## src/rtl/phy_regctl_pkg.sv

```systemverilog
// Package: shared constants and types for the PHY register access controller.
// Assumes a fixed 32-bit control word whose field positions are software-visible.
package phy_regctl_pkg;
    localparam int ADDR_W    = 4;
    localparam int DATA_W    = 8;
    localparam int TYPE_W    = 3;
    localparam logic [TYPE_W-1:0] TYPE_RD = 3'b101;
    localparam logic [TYPE_W-1:0] TYPE_WR = 3'b110;
    localparam int FRAME_RD_LEN = 1 + TYPE_W + ADDR_W + 1;
    localparam int FRAME_WR_LEN = FRAME_RD_LEN + DATA_W;

    localparam int POS_DONE  = 31;
    localparam int POS_RADDR = 24;
    localparam int POS_RDATA = 16;
    localparam int POS_RDCMD = 15;
    localparam int POS_WRCMD = 14;
    localparam int POS_TADDR = 8;
    localparam int POS_WDATA = 0;
    localparam int STAT_IRQ  = 0;
    localparam int STAT_PERR = 1;

    typedef struct packed {
        logic [ADDR_W-1:0] addr;
        logic [DATA_W-1:0] data;
    } reg_xfer_t;
endpackage

```

## src/rtl/phy_regctl_gate.sv

```systemverilog
// Module: command gate. Decodes a host control write against the busy state.
// Assumes host_sel=0 selects the control word. Purely combinational.
module phy_regctl_gate (
    input  logic host_we,
    input  logic host_sel,
    input  logic want_rd,
    input  logic want_wr,
    input  logic busy,
    output logic fields_we,
    output logic start_rd,
    output logic start_wr,
    output logic reject
);
    logic ctl_w;
    logic both;

    // Classify the write: field update, start of a command, or rejection.
    always_comb begin
        ctl_w     = host_we && !host_sel;
        both      = want_rd && want_wr;
        reject    = ctl_w && (both || (busy && (want_rd || want_wr)));
        fields_we = ctl_w && !busy && !both;
        start_rd  = fields_we && want_rd;
        start_wr  = fields_we && want_wr;
    end
endmodule

```

## src/rtl/phy_regctl_tx.sv

```systemverilog
// Module: request frame serializer. Loads a read or write frame and shifts it
// out MSB first, one bit per cycle. Assumes load only arrives while idle.
module phy_regctl_tx
    import phy_regctl_pkg::*;
(
    input  logic              clk,
    input  logic              rst_n,
    input  logic              load,
    input  logic              is_write,
    input  logic [ADDR_W-1:0] addr,
    input  logic [DATA_W-1:0] data,
    output logic              lreq,
    output logic              last
);
    localparam int CNT_W = $clog2(FRAME_WR_LEN + 1);

    logic [FRAME_WR_LEN-1:0] shreg;
    logic [CNT_W-1:0]        cnt;

    // Load a frame left-justified, then shift one bit per cycle until empty.
    always_ff @(posedge clk) begin
        if (!rst_n) begin
            shreg <= '0;
            cnt   <= '0;
        end else if (load) begin
            if (is_write) begin
                shreg <= {1'b1, TYPE_WR, addr, data, 1'b0};
                cnt   <= CNT_W'(FRAME_WR_LEN);
            end else begin
                shreg <= {1'b1, TYPE_RD, addr, 1'b0, {DATA_W{1'b0}}};
                cnt   <= CNT_W'(FRAME_RD_LEN);
            end
        end else if (cnt != '0) begin
            shreg <= {shreg[FRAME_WR_LEN-2:0], 1'b0};
            cnt   <= cnt - CNT_W'(1);
        end
    end

    // Present the head bit and flag the final (stop) bit.
    always_comb begin
        lreq = shreg[FRAME_WR_LEN-1];
        last = (cnt == CNT_W'(1));
    end

    AST_FRAME_START: assert property (@(posedge clk) disable iff (!rst_n) load |=> lreq);
    AST_NO_RELOAD:   assert property (@(posedge clk) disable iff (!rst_n) load |-> (cnt == '0));
    AST_STOP_LOW:    assert property (@(posedge clk) disable iff (!rst_n) last |-> !lreq);
endmodule

```

## src/rtl/phy_regctl_rsp.sv

```systemverilog
// Module: response capture. Stores the PHY's register echo and keeps the
// done and interrupt flags. Assumes rsp_addr and rsp_data are valid with rsp_valid.
module phy_regctl_rsp
    import phy_regctl_pkg::*;
(
    input  logic      clk,
    input  logic      rst_n,
    input  logic      rsp_valid,
    input  reg_xfer_t rsp_in,
    input  logic      cmd_start,
    input  logic      irq_clr,
    output reg_xfer_t ret,
    output logic      done,
    output logic      irq
);
    // Capture the echoed address and data on each strobe.
    always_ff @(posedge clk) begin
        if (!rst_n)         ret <= '0;
        else if (rsp_valid) ret <= rsp_in;
    end

    // Done: set by a response, cleared by a new command; the response wins.
    always_ff @(posedge clk) begin
        if (!rst_n)         done <= 1'b0;
        else if (rsp_valid) done <= 1'b1;
        else if (cmd_start) done <= 1'b0;
    end

    // Interrupt: sticky until written one to clear; a set wins over a clear.
    always_ff @(posedge clk) begin
        if (!rst_n)         irq <= 1'b0;
        else if (rsp_valid) irq <= 1'b1;
        else if (irq_clr)   irq <= 1'b0;
    end

    AST_RSP_CAPTURE: assert property (@(posedge clk) disable iff (!rst_n)
        rsp_valid |=> (done && ret == $past(rsp_in)));
    AST_CMD_CLR_DONE: assert property (@(posedge clk) disable iff (!rst_n)
        (cmd_start && !rsp_valid) |=> !done);
    AST_RSP_WINS: assert property (@(posedge clk) disable iff (!rst_n)
        (cmd_start && rsp_valid) |=> done);
    AST_IRQ_STICKY: assert property (@(posedge clk) disable iff (!rst_n)
        (irq && !irq_clr) |=> irq);
endmodule

```

## src/rtl/phy_regctl.sv

```systemverilog
// Module: PHY register access controller top. Holds the control word and the
// command and error state, and wires the gate, serializer and capture together.
// Assumes one host write per cycle and synchronous active-low reset.
module phy_regctl
    import phy_regctl_pkg::*;
(
    input  logic        clk,
    input  logic        rst_n,
    input  logic        host_we,
    input  logic        host_sel,
    input  logic [31:0] host_wdata,
    output logic [31:0] ctrl_q,
    output logic        irq,
    output logic        proto_err,
    output logic        lreq,
    input  logic        rsp_valid,
    input  logic [ADDR_W-1:0] rsp_addr,
    input  logic [DATA_W-1:0] rsp_data
);
    logic              rd_cmd, wr_cmd, busy;
    logic [ADDR_W-1:0] taddr;
    logic [DATA_W-1:0] wdat;
    logic              fields_we, start_rd, start_wr, reject;
    logic              tx_last, done, irq_clr, perr_clr;
    reg_xfer_t         ret, rsp_in;
    logic              unused_bits;

    assign busy        = rd_cmd || wr_cmd;
    assign irq_clr     = host_we && host_sel && host_wdata[STAT_IRQ];
    assign perr_clr    = host_we && host_sel && host_wdata[STAT_PERR];
    assign rsp_in      = '{addr: rsp_addr, data: rsp_data};
    assign unused_bits = ^{host_wdata[31:16], host_wdata[13:12]};

    phy_regctl_gate gate_i (
        .host_we   (host_we),
        .host_sel  (host_sel),
        .want_rd   (host_wdata[POS_RDCMD]),
        .want_wr   (host_wdata[POS_WRCMD]),
        .busy      (busy),
        .fields_we (fields_we),
        .start_rd  (start_rd),
        .start_wr  (start_wr),
        .reject    (reject)
    );

    phy_regctl_tx tx_i (
        .clk      (clk),
        .rst_n    (rst_n),
        .load     (start_rd || start_wr),
        .is_write (start_wr),
        .addr     (host_wdata[POS_TADDR +: ADDR_W]),
        .data     (host_wdata[POS_WDATA +: DATA_W]),
        .lreq     (lreq),
        .last     (tx_last)
    );

    phy_regctl_rsp rsp_i (
        .clk       (clk),
        .rst_n     (rst_n),
        .rsp_valid (rsp_valid),
        .rsp_in    (rsp_in),
        .cmd_start (start_rd || start_wr),
        .irq_clr   (irq_clr),
        .ret       (ret),
        .done      (done),
        .irq       (irq)
    );

    // Command bits: set on acceptance, cleared when the stop bit has gone out.
    always_ff @(posedge clk) begin
        if (!rst_n) begin
            rd_cmd <= 1'b0;
            wr_cmd <= 1'b0;
        end else begin
            if (start_rd)     rd_cmd <= 1'b1;
            else if (tx_last) rd_cmd <= 1'b0;
            if (start_wr)     wr_cmd <= 1'b1;
            else if (tx_last) wr_cmd <= 1'b0;
        end
    end

    // Target address and write data: updated only by an accepted control write.
    always_ff @(posedge clk) begin
        if (!rst_n) begin
            taddr <= '0;
            wdat  <= '0;
        end else if (fields_we) begin
            taddr <= host_wdata[POS_TADDR +: ADDR_W];
            wdat  <= host_wdata[POS_WDATA +: DATA_W];
        end
    end

    // Protocol error: sticky; a rejection wins over a clear.
    always_ff @(posedge clk) begin
        if (!rst_n)        proto_err <= 1'b0;
        else if (reject)   proto_err <= 1'b1;
        else if (perr_clr) proto_err <= 1'b0;
    end

    // Assemble the software-visible control word.
    always_comb begin
        ctrl_q = '0;
        ctrl_q[POS_DONE]                  = done;
        ctrl_q[POS_RADDR +: ADDR_W]       = ret.addr;
        ctrl_q[POS_RDATA +: DATA_W]       = ret.data;
        ctrl_q[POS_RDCMD]                 = rd_cmd;
        ctrl_q[POS_WRCMD]                 = wr_cmd;
        ctrl_q[POS_TADDR +: ADDR_W]       = taddr;
        ctrl_q[POS_WDATA +: DATA_W]       = wdat;
    end

    AST_CMD_EXCL:   assert property (@(posedge clk) disable iff (!rst_n) !(rd_cmd && wr_cmd));
    AST_IDLE_QUIET: assert property (@(posedge clk) disable iff (!rst_n) !busy |-> !lreq);
    AST_CMD_HOLD:   assert property (@(posedge clk) disable iff (!rst_n)
        (busy && !tx_last) |=> $stable({rd_cmd, wr_cmd}));
    AST_PERR_SET:   assert property (@(posedge clk) disable iff (!rst_n) reject |=> proto_err);
    AST_REJECT_HOLDS_FIELDS: assert property (@(posedge clk) disable iff (!rst_n)
        (reject && !busy) |=> ($stable(taddr) && $stable(wdat) && !busy));
endmodule

```

## config.mk

```make
export PLATFORM = sky130hd
export DESIGN_NAME = phy_regctl
export DESIGN_NICKNAME = d
export VERILOG_FILES = /design/src/rtl/phy_regctl_pkg.sv /design/src/rtl/phy_regctl_gate.sv /design/src/rtl/phy_regctl_tx.sv /design/src/rtl/phy_regctl_rsp.sv /design/src/rtl/phy_regctl.sv
export SDC_FILE = /design/constraint.sdc
export NUM_CORES = 1
export LEC_CHECK = 0
export ABC_CLOCK_PERIOD_IN_PS = 2300
export BUFFER_PORTS_ARGS = -buffer_cell sky130_fd_sc_hd__buf_2
export CAP_MARGIN = 20
export CORE_MARGIN = 8
export CORE_UTILIZATION = 49
export CTS_CLUSTER_SIZE = 8
export DETAILED_ROUTE_END_ITERATION = 7
export PLACE_DENSITY_LB_ADDON = 0.25
export SLEW_MARGIN = 20
export SYNTH_ARGS = -nofsm -noshare
export SYNTH_HDL_FRONTEND = slang
export SYNTH_SLANG_ARGS = --single-unit
export TNS_END_PERCENT = 1
```

## constraint.sdc

```tcl
create_clock -name clk -period 2.3 [get_ports clk]
set_input_delay 0.115 -clock clk [delete_from_list [all_inputs] [get_ports clk]]
set_output_delay 0.115 -clock clk [all_outputs]
set_load 0.1 [all_outputs]
```

# Word level (Yosys, flattened, before mapping)
# Cells that the tools add are included.
# totals
ff_bits	51
output_inout_bits	35
wordCells	53
# classes
n_addsub	1
n_eq_ne	1
n_mux	15
n_reduce_logical	25
# ops
op	n
17-bit 2-to-1 mux	2
15-bit 2-to-1 mux	1
5-bit 2-to-1 mux	3
2-bit nonzero test	6
1-bit logical AND	11
1-bit 2-to-1 mux	9
5-bit by 1-bit == test with 1-bit output (second input constant)	1
5-bit nonzero test	1
5-bit by 1-bit subtractor with 5-bit output (second input constant)	1
1-bit logical OR	4
1-bit zero test	3

# Depth between registers and ports, before layout
# Gate-level depths: netlist of the first run.
# depth
word_depth	8
ltp_mapped	6

# Modules after synthesis
# A second synthesis of the first run with hierarchy kept.
# unflattened
hier_cells	217
hier_area_um2	2225.9
# by_module_without_submodules
module	instances	cells_each	area_per_inst_um2	seq_area_each_um2
phy_regctl_tx	1	106	991.0	420.4
phy_regctl	1	60	638.1	300.3
phy_regctl_rsp	1	45	538.0	280.3
phy_regctl_gate	1	6	58.8	0.0

# Worst setup path before layout of the first run
# OpenSTA, ideal clock, no wires.
# synth_timing
path_type	register to register
from	register tx_i.cnt[0]
to	register tx_i.shreg[16]
arrival_ns	1.502
required_time_ns	2.162
slack_ns	0.660
stages_incl_launch_ff	7
path_buffers	1
cell_sequence	dfxtp_1 inv_1 ha_1 nor4b_4 buf_4 mux2i_1 a21oi_1
# synth_between
elab_chain_len	2
# synth_lines
item	line_no	rtl
from (decl)	phy_regctl_tx.sv:18	logic [CNT_W-1:0] cnt;
from (signal assigned)	phy_regctl_tx.sv:28	cnt <= CNT_W'(FRAME_WR_LEN);
from (signal assigned)	phy_regctl_tx.sv:31	cnt <= CNT_W'(FRAME_RD_LEN);
from (signal assigned)	phy_regctl_tx.sv:35	cnt <= cnt - CNT_W'(1);
5-bit nonzero test	phy_regctl_tx.sv:33	end else if (cnt != '0) begin
2-bit nonzero test (no line)	--	
to (signal assigned)	phy_regctl_tx.sv:27	shreg <= {1'b1, TYPE_WR, addr, data, 1'b0};
to (signal assigned)	phy_regctl_tx.sv:30	shreg <= {1'b1, TYPE_RD, addr, 1'b0, {DATA_W{1'b0}}};
to (signal assigned)	phy_regctl_tx.sv:34	shreg <= {shreg[FRAME_WR_LEN-2:0], 1'b0};
to (decl)	phy_regctl_tx.sv:17	logic [FRAME_WR_LEN-1:0] shreg;
# No other way between the ends.
# A chain may end at the register's enable or synchronous reset.

# Final worst setup path of the first run
# layout_timing
from	register rd_cmd
to	register tx_i.shreg[14]
# layout_between
elab_chain_len	7
word_cells_on_any_way	10
classes_between	mux (2); reduce/logical (8)
# layout_lines
item	line_no	rtl
from (decl)	phy_regctl.sv:20	logic rd_cmd, wr_cmd, busy;
from (signal assigned)	phy_regctl.sv:72	rd_cmd <= 1'b0;
from (signal assigned)	phy_regctl.sv:75	if (start_rd) rd_cmd <= 1'b1;
from (signal assigned)	phy_regctl.sv:76	else if (tx_last) rd_cmd <= 1'b0;
1-bit logical OR *	phy_regctl.sv:28	assign busy = rd_cmd || wr_cmd;
1-bit zero test *	phy_regctl_gate.sv:22	fields_we = ctl_w && !busy && !both;
1-bit logical AND * (2 in a row)	phy_regctl_gate.sv:22	
1-bit logical AND (on tied branches)	phy_regctl_gate.sv:24, phy_regctl_gate.sv:23	
15-bit 2-to-1 mux / 1-bit logical OR (equally long branches)	phy_regctl_tx.sv:26, phy_regctl.sv:49	
17-bit 2-to-1 mux / 2-bit nonzero test (equally long branches)	--	
# Mark *: on every way between the ends. The rest lies on a longest branch, timed or not.

==> metrics.txt, run 1 <==
Max clock buf depth=2; Final Hold Viols=0; yosys warns=0; most common cell after layout, fill and taps aside=buf_2; simple-gate portion of the synthesized area=roughly an eighth; placer's final routability congestion estimate=approximately 0.76; most frequent cells in the layout=buf_2 (60), dfxtp_1 (50), a21oi_1 (26); crit-path max cell delay=550 ps; P_leak=~1.2 nW; post-route ant nets=0; total grt overflow=0; xor-xnor portion of the synthesized cell area=between 1 and 1.5%; kind of critical path=flop to flop; clock buffer count from CTS=5; Slew Limit Fails=0; worst-path fanout max=11; Cell Area, Placed=~2500 sq um; CTS tree=yes; Synth cell types=40; final instance area=approximately 2600 sq um; setup bufs post-CTS=0; drt drc=0; GR Util met2=21.54%; status=complete, no violations; die area=~7000 sq um; met1 GRT Util=between 10% and 20%; Synth top area share=roughly 45%; die height=approximately 84 um; setup tns final=0 ps; Rows=24; Slew headroom=between 60% and 70%; CP required=about 2500 ps; Worst Hold Class=input port to flop; hold buffer count at CTS=0; Setup crit start kind=flop; top post-synthesis cells by area=dfxtp_1 (45%), mux2i_1 (8.9%), a21oi_1 (5.8%), nand3_1 (4.9%), a221oi_2 (4.0%); largest family of logic cells by synthesized area=compound AO/OA/AOI/OAI gates; Layout fillers=approximately 400; initial antenna violation count=0; number of global-route vias before repair=1891; max-cap violation count=0; fin cells=~350; Gate Count Post-Synth=239; Worst Slack Setup Final=~450 ps; Worst Path Buf+Inv=0; Layout Nets=343; area leader, netlist=dfxtp_1; Post-Syn Area=between 2000 and 2500 sq um; VDD IR max=roughly 0.00046 V; Final Skew=between 3 and 4 ps; Place WS=450.5 ps; unrepaired setup endpoints after global routing=false; drt pass-1 iters=4; layout cells sized above 1=29.35%; reg2reg setup slack=450 ps; setup violators final=0; crit end category=flop; Die Wd=between 80 and 90 um; fin crit period=about 1800 ps; starting DRC count in detailed routing=approximately 130; Worst-path clk slew=about 90 ps; Synth Area per Inst=about 9.4 sq um; Layout area overhead=18.12%; Ports=84; maximum clock frequency=0.5411 GHz; post-cts gate resize count=0; CORE AREA=4384 sq um; Critical-path top delay cell=or4b_1; count of input and output buffers=60; critical path arrival=2040 ps; GRT Total Usage=14.38%; Crit path max-delay family=compound AO/OA/AOI/OAI gates; via-per-instance ratio=between 5 and 6; number of diodes=0; Synth Flop Type=dfxtp_1; PwrDens=between 1000 and 1500 nW/um^2; routed len/inst=approximately 15 um; adder-cell share of the synthesized area=1.119%; clk sinks=50; multiplexer area fraction after synthesis=~8.9%; EDFF count, synth=0; H-tree lvl count=2; worst slew pin tran=588.9 ps; Placed Cells=roughly 340; Starting Density=between 50% and 60%; critical path, cell by cell=or4b_1 > o21a_1 > o311a_1; Compound-Gate Fraction of Synth Area=21.92%; worst skew pair latency=approximately 300 ps; Via Count=about 1900; first-pass GRT wire length=~8600 um; share of the clock period used by the worst path=80.35%; CTS root buffer=clkbuf_8; Power, Total=2.759 mW; ys async rst share=0%; met3 Track Usage GR=under 10%; Most Crowded Layer GR=met2; final wirelength=around 5200 um; largest net degree at the start of global routing=29; sequential area share after synthesis=44.74%; DPL Wire Length=approximately 3800 um; Seq cells post-synth=50
## stage by stage
step / hold slack [ps] / utilization (%)
2_1_floorplan: 262.3 / -
3_5_place_dp: 359.1 / 57.85
4_1_cts: 40.48 / 60.27
6_report: 46.81 / 60.27
3_3_place_gp: 348.4 / 57.85
5_1_grt: 43.33 / 60.27
## sequential cells by signal, indices dropped and copies added (netlist names)
signal,count
rsp_i.ret,12
wr_cmd,1
rsp_i.irq,1
taddr,4
wdat,8
proto_err,1
rd_cmd,1
tx_i.cnt,5
rsp_i.done,1
tx_i.shreg,16
## worst min-delay path, delay by kind of cell
kind	cells	cell delay (ps)
multiplexers	1	60
buffers and inverters	1	70
AND/OR/NAND/NOR	1	70
## routing by layer
layer | vias to the layer above | part of all wire [%]
met4 | 0 | 2.0
li1 | 949 | -
met3 | 9 | 7.2
met1 | 874 | 46
met2 | 67 | 45
met5 | - | 0
## cells by family after synthesis
family	count (synthesis)
multiplexers	20
AND/OR/NAND/NOR	53
adder cells (fa/ha/maj)	2
flip-flops	50
buffers and inverters	39
AO/OA/AOI/OAI	71
XOR/XNOR	3
other	1
## synthesized netlist by cell type, drive strengths merged (2+ instances only)
cell     n
nor2b    2
nand3   22
nand2    6
mux2i   20
o31ai    5
o211ai   3
clkbuf  10
a221oi   7
or4b     2
a21oi   26
buf     16
o21ai   14
and2     2
nor2    13
xnor2    3
ha       2
dfxtp   50
and3     2
nor4b    2
o22ai    8
inv     12
## power breakdown
group | leakage, nW | internal (mW) | switching [mW]
Sequential | 0.410 | 0.997 | 0.0802
Clock | 0.0524 | 0.326 | 0.276
Combinational | 0.690 | 0.386 | 0.694
Total | 1.15 | 1.71 | 1.05
## cell type report
| type | count | area, sq um | area share, % |
|---|---|---|---|
| Clock buffer | 7 | 76.32 | 2.888 |
| Clock inverter | 1 | 30.03 | 1.136 |
| Inverter | 13 | 48.80 | 1.847 |
| Multi-Input combinational cell | 154 | 1061 | 40.15 |
| Sequential cell | 50 | 1001 | 37.88 |
| Tap cell | 52 | 65.06 | 2.462 |
| Timing Repair Buffer | 68 | 360.3 | 13.64 |
## worst paths after layout
path                from             end  cells past startpoint
max               rd_cmd  tx_i.shreg[14]                      3
min          rsp_data[1]    rsp_i.ret[1]                      3
max reg2reg       rd_cmd  tx_i.shreg[14]                      3
min reg2reg    proto_err       proto_err                      2
(Power assumes the default switching activity.)
==> inputs of run 2 (changes only) <==
--- a/config.mk
+++ b/config.mk
@@ -5,7 +5,7 @@
 export SDC_FILE = /design/constraint.sdc
 export NUM_CORES = 1
 export LEC_CHECK = 0
-export ABC_CLOCK_PERIOD_IN_PS = 2300
+export ABC_CLOCK_PERIOD_IN_PS = 1800
 export BUFFER_PORTS_ARGS = -buffer_cell sky130_fd_sc_hd__buf_2
 export CAP_MARGIN = 20
 export CORE_MARGIN = 8
==> constraint.sdc (replaced) <==
create_clock -name clk -period 1.8 [get_ports clk]
set_input_delay 0.09 -clock clk [delete_from_list [all_inputs] [get_ports clk]]
set_output_delay 0.09 -clock clk [all_outputs]
set_load 0.1 [all_outputs]
==> run 2 against run 1 <==
Register-to-register slack worse by 310 ps; fmax rose by 12%; power up 25%; cell count grew 2.0%; first-iteration DRC count decreased by 33%; via count hardly changed; combinational power up 36%; sequential share of layout area is 0.46 points lower; largest cell class unchanged.
==> metrics.txt, run 2 (synthesis results as in run 1) <==
Layout Nets=351 (+2.3%); clock buffer count from CTS=5 (unchanged); critical path, cell by cell=or4b_1 > o21a_1 > buf_4 > o311a_1; largest registers=tx_i.shreg x16, rsp_i.ret x12, wdat x8; worst-path fanout max=5 (-6); largest net degree at the start of global routing=29 (unchanged); CTS tree=yes; CTS root buffer=clkbuf_8; number of diodes=0 (unchanged); VDD IR max=0.0006417 V (+38%); most common cell after layout, fill and taps aside=buf_2; max-cap violation count=0 (unchanged); PwrDens=1291 nW/um^2 (+24%); Final Hold Viols=0 (unchanged); fin crit period=1656 ps (-191.6 ps); critical path arrival=1850 ps (-190 ps); Most flops, register=tx_i.shreg; worst r2r src=rd_cmd; Rows=24 (unchanged); number of global-route vias before repair=1912 (+1.1%); Hold Path Origin=rsp_addr[1]; CP required=1990 ps (-500 ps); drt pass-1 iters=4 (unchanged); setup tns final=0 ps (unchanged); worst slew pin tran=612.3 ps (+23.42 ps); via-per-instance ratio=5.398 (-1.9%); drt drc=0 (unchanged); Placed Cells=345 (+2.4%); Ports=84 (unchanged); post-cts gate resize count=0 (unchanged); Starting Density=51.03% (unchanged); setup violators final=0 (unchanged); Critical-path top delay cell=or4b_1; layout cells sized above 1=31.67% (+2.3 points); crit-path max cell delay=540 ps (about the same); post-route ant nets=0 (unchanged); setup bufs post-CTS=0 (unchanged); P_leak=1.184 nW (+2.7%); starting DRC count in detailed routing=84 (-33%); worst skew pair latency=290 ps (about the same); CORE AREA=4384 sq um (unchanged); Layout area overhead=19.58%; routed len/inst=15.36 um (+1.2%); die height=83.57 um (unchanged); GRT Total Usage=15.03% (+0.65 points); Worst-path clk slew=90 ps (about the same); maximum clock frequency=0.6037 GHz (+12%); die area=6984 sq um (unchanged); Slew Limit Fails=0 (unchanged); hold buffer count at CTS=0 (unchanged); final wirelength=5405 um (+3.2%); Via Count=1900 (+0.053%); most frequent cells in the layout=buf_2 (60), dfxtp_1 (50), a21oi_1 (26); initial antenna violation count=0 (unchanged); Setup crit start kind=flop; Die Wd=83.57 um (unchanged); clk sinks=50 (unchanged); placer's final routability congestion estimate=0.7482 (-1.6%); Slew headroom=58.91% (-1.6 points); status=complete, no violations; Critical path origin=rd_cmd; total grt overflow=0 (unchanged); Final Skew=4.204 ps (+0.4440 ps); share of the clock period used by the worst path=92.02% (+12 points); unrepaired setup endpoints after global routing=false; Worst Hold Class=input port to flop; fin cells=352 (+2.0%); kind of critical path=flop to flop; count of input and output buffers=60 (unchanged); H-tree lvl count=2 (unchanged); Largest register FFs=16 (unchanged); Max clock buf depth=2 (unchanged); DPL Wire Length=3916 um (+2.2%); crit end category=flop; first-pass GRT wire length=9018 um (+4.9%)
[run 2: layout make-up]
type	instances	area [sq um]
repair buffers	76	420.4
clock inverters	2	10.01
flip-flops and latches	50	1001
well taps	52	65.06
clock buffers	5	68.82
multi-input cells	154	1061
inverters	13	48.80
fillers	406	1709
[run 2: final timing paths]
| path | endpoint | slack (ps) | cells past startpoint |
|---|---|---|---|
| worst max-delay path | tx_i.shreg[14] | 140 | 4 |
| worst min-delay path | rsp_i.ret[9] | 30 | 3 |
| worst max register to register | tx_i.shreg[14] | 140 | 4 |
| worst min register to register | tx_i.shreg[5] | 470 | 2 |
[run 2: worst max-delay path: cells and delay by family (launching register included)]
family | cells | cell delay (ps)
flip-flops | 1 | 310
AND/OR/NAND/NOR | 1 | 540
buffers and inverters | 1 | 160
AO/OA/AOI/OAI | 2 | 530
[run 2: metal layers]
layer / track usage [%] / part of all wire (%) / vias to the layer above
met3: 5.859 / 6.9 / 6
met4: 3.768 / 1.0 / 0
met5: 0 / 0 / -
met1: 19.22 / 48 / 881
met2: 22.88 / 44 / 47
li1: - / - / 966
[run 2: through the flow]
stage               hold WS (ps)  instance area (sq um)  power (mW)  setup slack [ps]  utilization [%]
finish                     27.00                   2675       3.453             143.6            61.02
global route               16.48                   2675       3.649             36.49            61.02
CTS                        22.33                   2675       3.467             150.7            61.02
detailed placement         333.2                   2596       2.860             166.9            59.22
global placement           321.9                   2596       2.845             162.5            59.22
floorplan                  237.3                   2252       2.585             159.7                -
[run 2: report_power, final]
group	switching [mW]	internal, mW
clock network	0.348	0.261
registers	0.102	1.27
logic	0.905	0.562
total	1.35	2.10
